### src/rtl/flash_split_pkg.sv
package flash_split_pkg;

    localparam int WORD_BYTES = 8;
    localparam int WORD_LOG   = 3;

    typedef enum logic [1:0] {
        ST_IDLE   = 2'd0,
        ST_GATHER = 2'd1,
        ST_ISSUE  = 2'd2
    } split_state_e;

    typedef struct packed {
        logic [7:0]  mask;
        logic [63:0] data;
    } word_img_t;

    // bytes of the current chunk: limited by room left in the word and by what remains
    function automatic logic [3:0] chunk_len(input logic [2:0] off, input logic [3:0] rem_cap);
        logic [3:0] room;
        room = 4'd8 - {1'b0, off};
        return (rem_cap < room) ? rem_cap : room;
    endfunction

    function automatic logic [7:0] lane_mask(input logic [2:0] off, input logic [3:0] n);
        logic [7:0] m;
        logic [3:0] stop;
        stop = {1'b0, off} + n;
        for (int i = 0; i < 8; i++) begin
            m[i] = (4'(i) >= {1'b0, off}) && (4'(i) < stop);
        end
        return m;
    endfunction

    function automatic logic [63:0] expand_mask(input logic [7:0] m);
        logic [63:0] e;
        for (int i = 0; i < 8; i++) begin
            e[8*i +: 8] = {8{m[i]}};
        end
        return e;
    endfunction

endpackage

### src/rtl/fsp_cursor.sv
module fsp_cursor
    import flash_split_pkg::*;
#(
    parameter int ADDR_W = 16,
    parameter int LEN_W  = 12
) (
    input  logic                       clk,
    input  logic                       rst,
    input  logic                       load,
    input  logic [ADDR_W-1:0]          load_addr,
    input  logic [LEN_W-1:0]           load_len,
    input  logic                       step,
    output logic [ADDR_W-WORD_LOG-1:0] op_word,
    output logic [2:0]                 off,
    output logic [3:0]                 chunk_n,
    output logic                       last
);
    logic [ADDR_W-1:0] addr_q;
    logic [LEN_W-1:0]  rem_q;
    logic [3:0]        rem_cap;

    always_ff @(posedge clk) begin
        if (rst) begin
            addr_q <= '0;
            rem_q  <= '0;
        end else if (load) begin
            addr_q <= load_addr;
            rem_q  <= load_len;
        end else if (step) begin
            addr_q <= addr_q + ADDR_W'(chunk_n);
            rem_q  <= rem_q - LEN_W'(chunk_n);
        end
    end

    always_comb begin
        rem_cap = (rem_q >= LEN_W'(WORD_BYTES)) ? 4'd8 : rem_q[3:0];
        off     = addr_q[2:0];
        chunk_n = chunk_len(off, rem_cap);
        last    = (rem_q == LEN_W'(chunk_n));
        op_word = addr_q[ADDR_W-1:WORD_LOG];
    end
endmodule

### src/rtl/fsp_packer.sv
module fsp_packer (
    input  logic        clk,
    input  logic        rst,
    input  logic        load,
    input  logic [2:0]  start_lane,
    input  logic        take,
    input  logic [7:0]  byte_in,
    output logic [63:0] img_data,
    output logic [3:0]  lane
);
    logic [63:0] data_q;
    logic [3:0]  lane_q;

    always_ff @(posedge clk) begin
        if (rst) begin
            data_q <= '1;
            lane_q <= '0;
        end else if (load) begin
            data_q <= '1;
            lane_q <= {1'b0, start_lane};
        end else if (take) begin
            data_q[lane_q[2:0]*8 +: 8] <= byte_in;
            lane_q <= lane_q + 4'd1;
        end
    end

    assign img_data = data_q;
    assign lane     = lane_q;
endmodule

### src/rtl/fsp_row_budget.sv
module fsp_row_budget #(
    parameter int ROW_W   = 8,
    parameter int SUB_W   = 5,
    parameter int BUDGET  = 4,
    localparam int SEC_W    = ROW_W - SUB_W,
    localparam int NUM_ROWS = 1 << ROW_W,
    localparam int CNT_W    = $clog2(BUDGET + 1)
) (
    input  logic             clk,
    input  logic             rst,
    input  logic [ROW_W-1:0] row_sel,
    input  logic             inc,
    input  logic             clr,
    input  logic [SEC_W-1:0] clr_sector,
    output logic             at_limit
);
    logic [CNT_W-1:0] cnt [NUM_ROWS];

    for (genvar r = 0; r < NUM_ROWS; r++) begin : g_row
        localparam logic [ROW_W-1:0] RIDX = ROW_W'(r);
        always_ff @(posedge clk) begin
            if (rst) begin
                cnt[r] <= '0;
            end else if (clr && (RIDX[ROW_W-1:SUB_W] == clr_sector)) begin
                cnt[r] <= '0;
            end else if (inc && (row_sel == RIDX)) begin
                cnt[r] <= cnt[r] + CNT_W'(1);
            end
        end
    end

    assign at_limit = (cnt[row_sel] >= CNT_W'(BUDGET));
endmodule

### src/rtl/flash_prog_splitter.sv
module flash_prog_splitter
    import flash_split_pkg::*;
#(
    parameter int ADDR_W       = 16,
    parameter int LEN_W        = 12,
    parameter int ROW_BYTES    = 256,
    parameter int SECTOR_BYTES = 8192,
    parameter int ROW_BUDGET   = 4,
    localparam int ROW_LOG     = $clog2(ROW_BYTES),
    localparam int SEC_LOG     = $clog2(SECTOR_BYTES),
    localparam int ROW_W       = ADDR_W - ROW_LOG,
    localparam int SUB_W       = SEC_LOG - ROW_LOG,
    localparam int SEC_W       = ADDR_W - SEC_LOG
) (
    input  logic              clk,
    input  logic              rst,
    input  logic              req_valid,
    output logic              req_ready,
    input  logic [ADDR_W-1:0] req_addr,
    input  logic [LEN_W-1:0]  req_len,
    input  logic              wr_valid,
    output logic              wr_ready,
    input  logic [7:0]        wr_byte,
    input  logic              erase_valid,
    output logic              erase_ready,
    input  logic [SEC_W-1:0]  erase_sector,
    output logic              op_valid,
    input  logic              op_ready,
    output logic [ADDR_W-1:0] op_addr,
    output logic [7:0]        op_mask,
    output logic [63:0]       op_data,
    output logic              busy,
    output logic              done,
    output logic              budget_err
);
    split_state_e state_q;
    logic done_q, err_q;

    logic [ADDR_W-WORD_LOG-1:0] op_word;
    logic [2:0]  off;
    logic [3:0]  chunk_n;
    logic        last;
    logic [63:0] img_data;
    logic [3:0]  lane;
    logic        at_limit;
    word_img_t   img;

    logic req_fire, erase_fire, take, gathered, in_issue, op_fire, issue_end;
    logic pack_load;
    logic [2:0] pack_lane;

    always_comb begin
        req_ready   = (state_q == ST_IDLE) && !erase_valid;
        erase_ready = (state_q == ST_IDLE);
        req_fire    = req_valid && req_ready;
        erase_fire  = erase_valid && erase_ready;
        gathered    = (lane == ({1'b0, off} + chunk_n));
        wr_ready    = (state_q == ST_GATHER) && !gathered;
        take        = wr_valid && wr_ready;
        in_issue    = (state_q == ST_ISSUE);
        op_valid    = in_issue && !at_limit;
        op_fire     = op_valid && op_ready;
        issue_end   = in_issue && (op_fire || at_limit);
        pack_load   = req_fire || (issue_end && !last);
        pack_lane   = req_fire ? req_addr[2:0] : 3'd0;
        img.mask    = lane_mask(off, chunk_n);
        img.data    = img_data;
    end

    fsp_cursor #(.ADDR_W(ADDR_W), .LEN_W(LEN_W)) u_cursor (
        .clk       (clk),
        .rst       (rst),
        .load      (req_fire),
        .load_addr (req_addr),
        .load_len  (req_len),
        .step      (issue_end),
        .op_word   (op_word),
        .off       (off),
        .chunk_n   (chunk_n),
        .last      (last)
    );

    fsp_packer u_packer (
        .clk        (clk),
        .rst        (rst),
        .load       (pack_load),
        .start_lane (pack_lane),
        .take       (take),
        .byte_in    (wr_byte),
        .img_data   (img_data),
        .lane       (lane)
    );

    fsp_row_budget #(.ROW_W(ROW_W), .SUB_W(SUB_W), .BUDGET(ROW_BUDGET)) u_budget (
        .clk        (clk),
        .rst        (rst),
        .row_sel    (op_word[ADDR_W-WORD_LOG-1:ROW_LOG-WORD_LOG]),
        .inc        (op_fire),
        .clr        (erase_fire),
        .clr_sector (erase_sector),
        .at_limit   (at_limit)
    );

    always_ff @(posedge clk) begin
        if (rst) begin
            state_q <= ST_IDLE;
            done_q  <= 1'b0;
            err_q   <= 1'b0;
        end else begin
            done_q <= (req_fire && (req_len == '0)) || (issue_end && last);
            err_q  <= in_issue && at_limit;
            unique case (state_q)
                ST_IDLE:   if (req_fire && (req_len != '0)) state_q <= ST_GATHER;
                ST_GATHER: if (gathered) state_q <= ST_ISSUE;
                ST_ISSUE:  if (issue_end) state_q <= last ? ST_IDLE : ST_GATHER;
                default:   state_q <= ST_IDLE;
            endcase
        end
    end

    assign op_addr    = {op_word, {WORD_LOG{1'b0}}};
    assign op_mask    = img.mask;
    assign op_data    = img.data;
    assign busy       = (state_q != ST_IDLE);
    assign done       = done_q;
    assign budget_err = err_q;
endmodule

### config.mk
export PLATFORM = sky130hd
export DESIGN_NAME = flash_prog_splitter
export DESIGN_NICKNAME = d
export VERILOG_FILES = /design/src/rtl/flash_split_pkg.sv /design/src/rtl/fsp_cursor.sv /design/src/rtl/fsp_packer.sv /design/src/rtl/fsp_row_budget.sv /design/src/rtl/flash_prog_splitter.sv
export SDC_FILE = /design/constraint.sdc
export NUM_CORES = 2
export LEC_CHECK = 0
export BUFFER_PORTS_ARGS = -buffer_cell sky130_fd_sc_hd__buf_2
export CAP_MARGIN = 25
export CORE_MARGIN = 3
export CORE_UTILIZATION = 30
export CTS_BUF_LIST = sky130_fd_sc_hd__clkbuf_4 sky130_fd_sc_hd__clkbuf_8 sky130_fd_sc_hd__clkbuf_16
export CTS_CLUSTER_SIZE = 14
export DETAILED_ROUTE_END_ITERATION = 8
export GPL_TIMING_DRIVEN = 0
export PLACE_DENSITY = 0.55
export SLEW_MARGIN = 20
export SYNTH_ARGS = -nofsm -noshare
export SYNTH_HDL_FRONTEND = slang
export SYNTH_SLANG_ARGS = --single-unit
### constraint.sdc
create_clock -name clk -period 6.51 [get_ports clk]
set_input_delay 1.302 -clock clk [delete_from_list [all_inputs] [get_ports clk]]
set_output_delay 1.302 -clock clk [all_outputs]
set_load 0.03 [all_outputs]
Word level (Yosys, flattened, before mapping) --
Memories as Yosys holds them, arrays and structs flattened. A register that Yosys moved wholly into a read port is not among the register bits. Cells that the tools add are included.
Operators by class: add/subtract/negate cells 262, magnitude comparators 18, equality and inequality tests 269, shift operators 2, mux-type cells 1579, bitwise gates (word level) 512, reductions and logical operators 301
Operator list (number):
- 3-bit 2-to-1 mux | 515
- 1-bit 2-to-1 mux | 1051
- 8-bit equality test (second input constant) | 128
- 3-bit by 1-bit adder with 3-bit output (second input constant) | 256
- 8-bit by 7-bit equality test with 1-bit output (second input constant) | 64
- 1-bit OR | 512
- 1-bit logical AND | 284
- 8-bit by 6-bit equality test with 1-bit output (second input constant) | 32
- 8-bit by 5-bit equality test with 1-bit output (second input constant) | 16
- 64-bit bitwise mux | 1
- 8-bit by 4-bit equality test with 1-bit output (second input constant) | 8
- 8-bit by 34-bit variable shift with 64-bit output (first input constant) | 1
- 8-bit by 34-bit variable part select with 64-bit output | 1
- 6-bit negation with 34-bit output | 1
- 8-bit by 3-bit equality test with 1-bit output (second input constant) | 4
- 16-bit 2-to-1 mux | 2
- 12-bit 2-to-1 mux | 2
- 16-bit by 4-bit adder with 16-bit output | 1
- 8-bit by 2-bit equality test with 1-bit output (second input constant) | 2
- 3-bit by 4-bit < comparator with 1-bit output (first input constant) | 4
- 8-bit 2-to-1 mux | 2
- 12-bit by 4-bit equality test with 1-bit output | 1
- 3-bit equality test (first input constant) | 4
- 12-bit by 4-bit greater-or-equal comparator with 1-bit output (second input constant) | 1
- other kinds (32) | 50
Word-level totals: flip-flop bits (word level) 100, RAM bits 768, input bits 45, output and inout bits 95, memories 1
Memory list:
- u_budget.cnt | depth 256, bits a word 3, read ports 257, clocked after Yosys merged registers in 1, write ports 256, RTL line fsp_row_budget.sv:17 | logic [CNT_W-1:0] cnt [NUM_ROWS];

Logic depth before layout (Yosys ltp) --
word-level depth 11, depth in mapped cells 24, mapped depth without buffers 22

Cells and area by module --
A second synthesis with hierarchy kept.
Second synthesis, totals: cell total of the unflattened synthesis 3488, area, all modules 42224.2 µm²
By module, submodules not included:
- fsp_row_budget | instances 1, cells an instance 2893, area an instance 36845.3 µm²
- fsp_packer | instances 1, cells an instance 277, area an instance 2831.5 µm²
- fsp_cursor | instances 1, cells an instance 239, area an instance 1955.6 µm²
- flash_prog_splitter | instances 1, cells an instance 79, area an instance 591.8 µm²

Least setup slack after synthesis --
No wires, ideal clock.
path kind register to output, from register u_cursor.rem_q[5], to output port op_mask[1], data arrival time 5061 ps, slack 147 ps, cell stages (with the launch flop) 19, path buffers 1, path through dfxtp_1 buf_2 or4_4 nor4_4 inv_1 nor2_1 ha_1 a21boi_0 o21ai_0 nand2b_1 a21oi_1 nor2_1 a21o_1 ha_1 a21o_1 a21o_1 xor2_1 nor2_1 a211oi_1
Between the ends: longest elaborated chain between the ends 7
Ends and longest elaborated chain:
- start, declared | RTL line fsp_cursor.sv:19 | logic [LEN_W-1:0] rem_q;
- start signal, assigned | RTL line fsp_cursor.sv:28 | rem_q <= load_len;
- start signal, assigned | RTL line fsp_cursor.sv:31 | rem_q <= rem_q - LEN_W'(chunk_n);
- 12-bit by 4-bit greater-or-equal comparator with 1-bit output * | RTL line fsp_cursor.sv:36 | rem_cap = (rem_q >= LEN_W'(WORD_BYTES)) ? 4'd8 : rem_q[3:0];
- 4-bit 2-to-1 mux * | RTL line fsp_cursor.sv:36
- 4-bit < comparator | RTL line flash_split_pkg.sv:21 | return (rem_cap < room) ? rem_cap : room;
- 4-bit 2-to-1 mux * | RTL line flash_split_pkg.sv:21
- 3-bit by 4-bit adder with 4-bit output * | RTL line flash_split_pkg.sv:27 | stop = {1'b0, off} + n;
- 1-bit by 4-bit < comparator with 1-bit output * | RTL line flash_split_pkg.sv:29 | m[i] = (4'(i) >= {1'b0, off}) && (4'(i) < stop);
- 1-bit logical AND * | RTL line flash_split_pkg.sv:29
- end, declared | RTL line flash_prog_splitter.sv:30 | output logic [7:0] op_mask,
Mark *: on every way between the ends. The rest lies on a longest branch, timed or not.

Worst setup path in the final report --
from register u_cursor.rem_q[5], to output port op_mask[0]
Same word-level chain as after synthesis.

==> out/qor.txt <==
outcome - completed
r2r endpoint - u_budget.cnt[116][2]
share of cells above drive strength 1 - 0.138
worst path arrival time - 4.92 ns
synth top area cells - edfxtp_1 (51%), ha_1 (7.6%), dfxtp_1 (4.8%)
Longest Clk Path Bufs - 3
Pwr per Cell Area - 285 nW/um^2
post-synth top area share - 0.510
core area - 149000 um^2
average size of a mapped cell - 11.4 um^2
first-pass GRT wire length - 231000 um
Port Buf Inserts - 133
Hold Crit Start - u_packer.img_data[42]
Die Wd - 394 um
Buf+Inv Stages, Crit Path - 3
Worst Path Max Fanout - 8
cell taking the most area after synthesis - edfxtp_1
# setup viols final - 0
CTS buffer count - 98
chip height - 394 um
crit end category - primary output
nets - 4529
setup_tns - 0 ns
total grt overflow - 0
placed inst area - 48600 um^2
HP Class - reg2reg
GPL Wtd Cong - 0.907
clk sinks - 876
Post-Syn Area - 45200 um^2
Slew @ Worst Pin - 1.16 ns
antenna violations before repair - 7
hold path cells - 2
Top Family by Delay on Critical Path - simple AND/OR/NAND/NOR gates
most frequent cell after synthesis - edfxtp_1
main combinational cell family by area after synthesis - simple AND/OR/NAND/NOR gates
VDD IR max - 0.000231 V
fin util - 0.349
Inst Count DP - 6103
simple-gate share of the synthesized area - 0.194
asr flop ratio synth - 0
leak pwr - 19.6 nW
routed len/inst - 25.4 um
crit share post-route - 0.955
Die Area - 155000 um^2
fmax - 161 MHz
vias per cell - 5.43
register area share after synthesis - 0.558
Final Max Tran Viols - 0
Final ANT Viol Nets - 0
area share of fa/ha/maj cells after synthesis - 0.0767
Initial Utilization - 0.304
DRT Wirelength - 160000 um
worst endpoint required time - 5.21 ns
Final Hold Fails - 0
Gate Count Post-Synth - 3955
Synth cell types - 78
H-tree levels - 3
Synth Register Bits - 876
Final Skew - 0.0400 ns
final critical path time including I/O delays and setup - 6.22 ns
Area growth syn-to-layout - 14.8%
XOR/XNOR Fraction of Synth Area - 0.0520
CTS tree - built
clk root buf - clkbuf_16
Startpoint Class - register
top_reg_cell synth - edfxtp_1
Max-Cap Viols - 0
mux cell area share after synthesis - 0.0354
Post-synth EDFFs - 768
hold endpoint - u_packer.img_data[42]
number of DRC markers in iteration 0 - 3977
clock-pin slew on the worst setup and hold paths - 0.06 ns
Slew HR - 0.224
largest net degree at the start of global routing - 14
Crit-path slowest cell - or4_4
CP Cell Sequence - buf_2 > or4_4 > nor4_4 > inv_1 > nor2_2 > ha_1 > a21boi_0 > o21ai_0 > nand2b_1 > a21oi_4 > nor2_1 > a21o_1 > ha_1 > a21o_1 > a21o_1 > xor2_4 > nor2_1 > a32oi_1 > buf_2
critical path type - reg2out
post-route design area - 51900 um^2
Skew-Pair Late Insertion Delay - 0.72 ns
depth of the worst register-to-register path - 11
Worst Setup SP - u_cursor.rem_q[5]
DR DRC count - 0
Ys Warns - 0
Final Instance Count excl. Fillers - 6300
CP peak stage delay - 0.60 ns
vias after detailed routing - 34200
commonest cells in the netlist - edfxtp_1 (768), nand2_1 (508), nor2_1 (426)
DRT Pass-1 Iters - 6
FILL cells - 14800
flop-to-flop setup slack - 0.79 ns
I/O pins - 140
number of global-route vias before repair - 33400
DP HPWL - 109000 um
GR Util All Layers - 0.200
Synth Area in Compound Gates - 0.0476
crit-path most repeated cell - a21o_1
Rows - 141
total power - 0.0148 W
==> worst max path at each step <==
| stage | endpoint | slack [ns] | cells past startpoint |
|---|---|---|---|
| after floorplan | op_mask[1] | 0.15 | 18 |
| after global routing | op_mask[2] | -0.02 | 19 |
| after CTS | op_mask[2] | 0.04 | 19 |
| final | op_mask[0] | 0.29 | 19 |
| after detailed placement | wr_ready | 0.08 | 19 |
| after global placement | wr_ready | 0.07 | 19 |
==> worst min-delay path: stages, from the launching register on <==
cell     delay [ns]
dfxtp_1        0.31
nand2_1        0.05
nand3_1        0.06
==> timing repair <==
item,4_1_cts,5_1_grt
buffers inserted,2,4
pin swaps,2,2
hold buffers,0,0
gates resized for setup,4,7
setup endpoints to repair,9,8
==> cells by family after synthesis <==
kind of cell,after synthesis
adder cells (fa/ha/maj),276
XOR/XNOR,267
other,1
AND/OR/NAND/NOR,1769
flip-flops,876
AO/OA/AOI/OAI,313
multiplexers,93
buffers and inverters,360
==> per-layer routing <==
layer  vias to the layer above  global-route usage  share of wire
met5                         -                   0        0.00014
met2                      1807               0.306           0.44
li1                      15100                   -              -
met4                         4              0.0980          0.054
met3                       411              0.0527           0.10
met1                     16900               0.261           0.41
==> power by group <==
part	internal, W	switching, W	total [W]
Sequential	0.00637	0.000182	0.00656
Combinational	0.000746	0.00190	0.00265
Clock	0.00320	0.00238	0.00558
==> area by class of cell <==
class | instances | area, um^2 | share of cell area
antenna | 9 | 22.5 | 0.000434
tap | 2002 | 2500 | 0.0482
multi-input combinational | 2721 | 18400 | 0.355
clock buffer | 126 | 2770 | 0.0534
timing repair buffer | 151 | 841 | 0.0162
buffer | 315 | 1550 | 0.0298
sequential | 876 | 25200 | 0.486
inverter | 45 | 169 | 0.00325
clock inverter | 55 | 418 | 0.00805
==> cells in the final DEF, fill, tap and decap left out, types with 76 or more instances in the layout <==
cell type / count
nand2_1: 508
edfxtp_1: 768
nand3_1: 173
and3_1: 151
nor2_1: 424
clkbuf_1: 166
xor2_1: 110
buf_2: 205
ha_1: 273
nor3_1: 153
dfxtp_1: 108
or4_1: 113
clkbuf_16: 104
xnor2_1: 154
o21ai_0: 76
nor4_1: 128
==> sequential cells by signal, indices dropped and copies added, names as in the netlist, named ones only <==
register,flops
u_packer.lane,4
budget_err,1
u_cursor.addr_q,16
state_q,2
done,1
u_budget.cnt,768
u_packer.img_data,64
u_cursor.rem_q,12
==> through the flow <==
stage / hold slack, ns / worst slack [ns]
CTS: 0.475 / 0.0375
detailed placement: 0.455 / 0.0796
global route: 0.493 / -0.0233
finish: 0.473 / 0.292
global placement: 0.450 / 0.0686
floorplan: 0.459 / 0.147
Note: power is estimated with default switching activity, not from simulation.
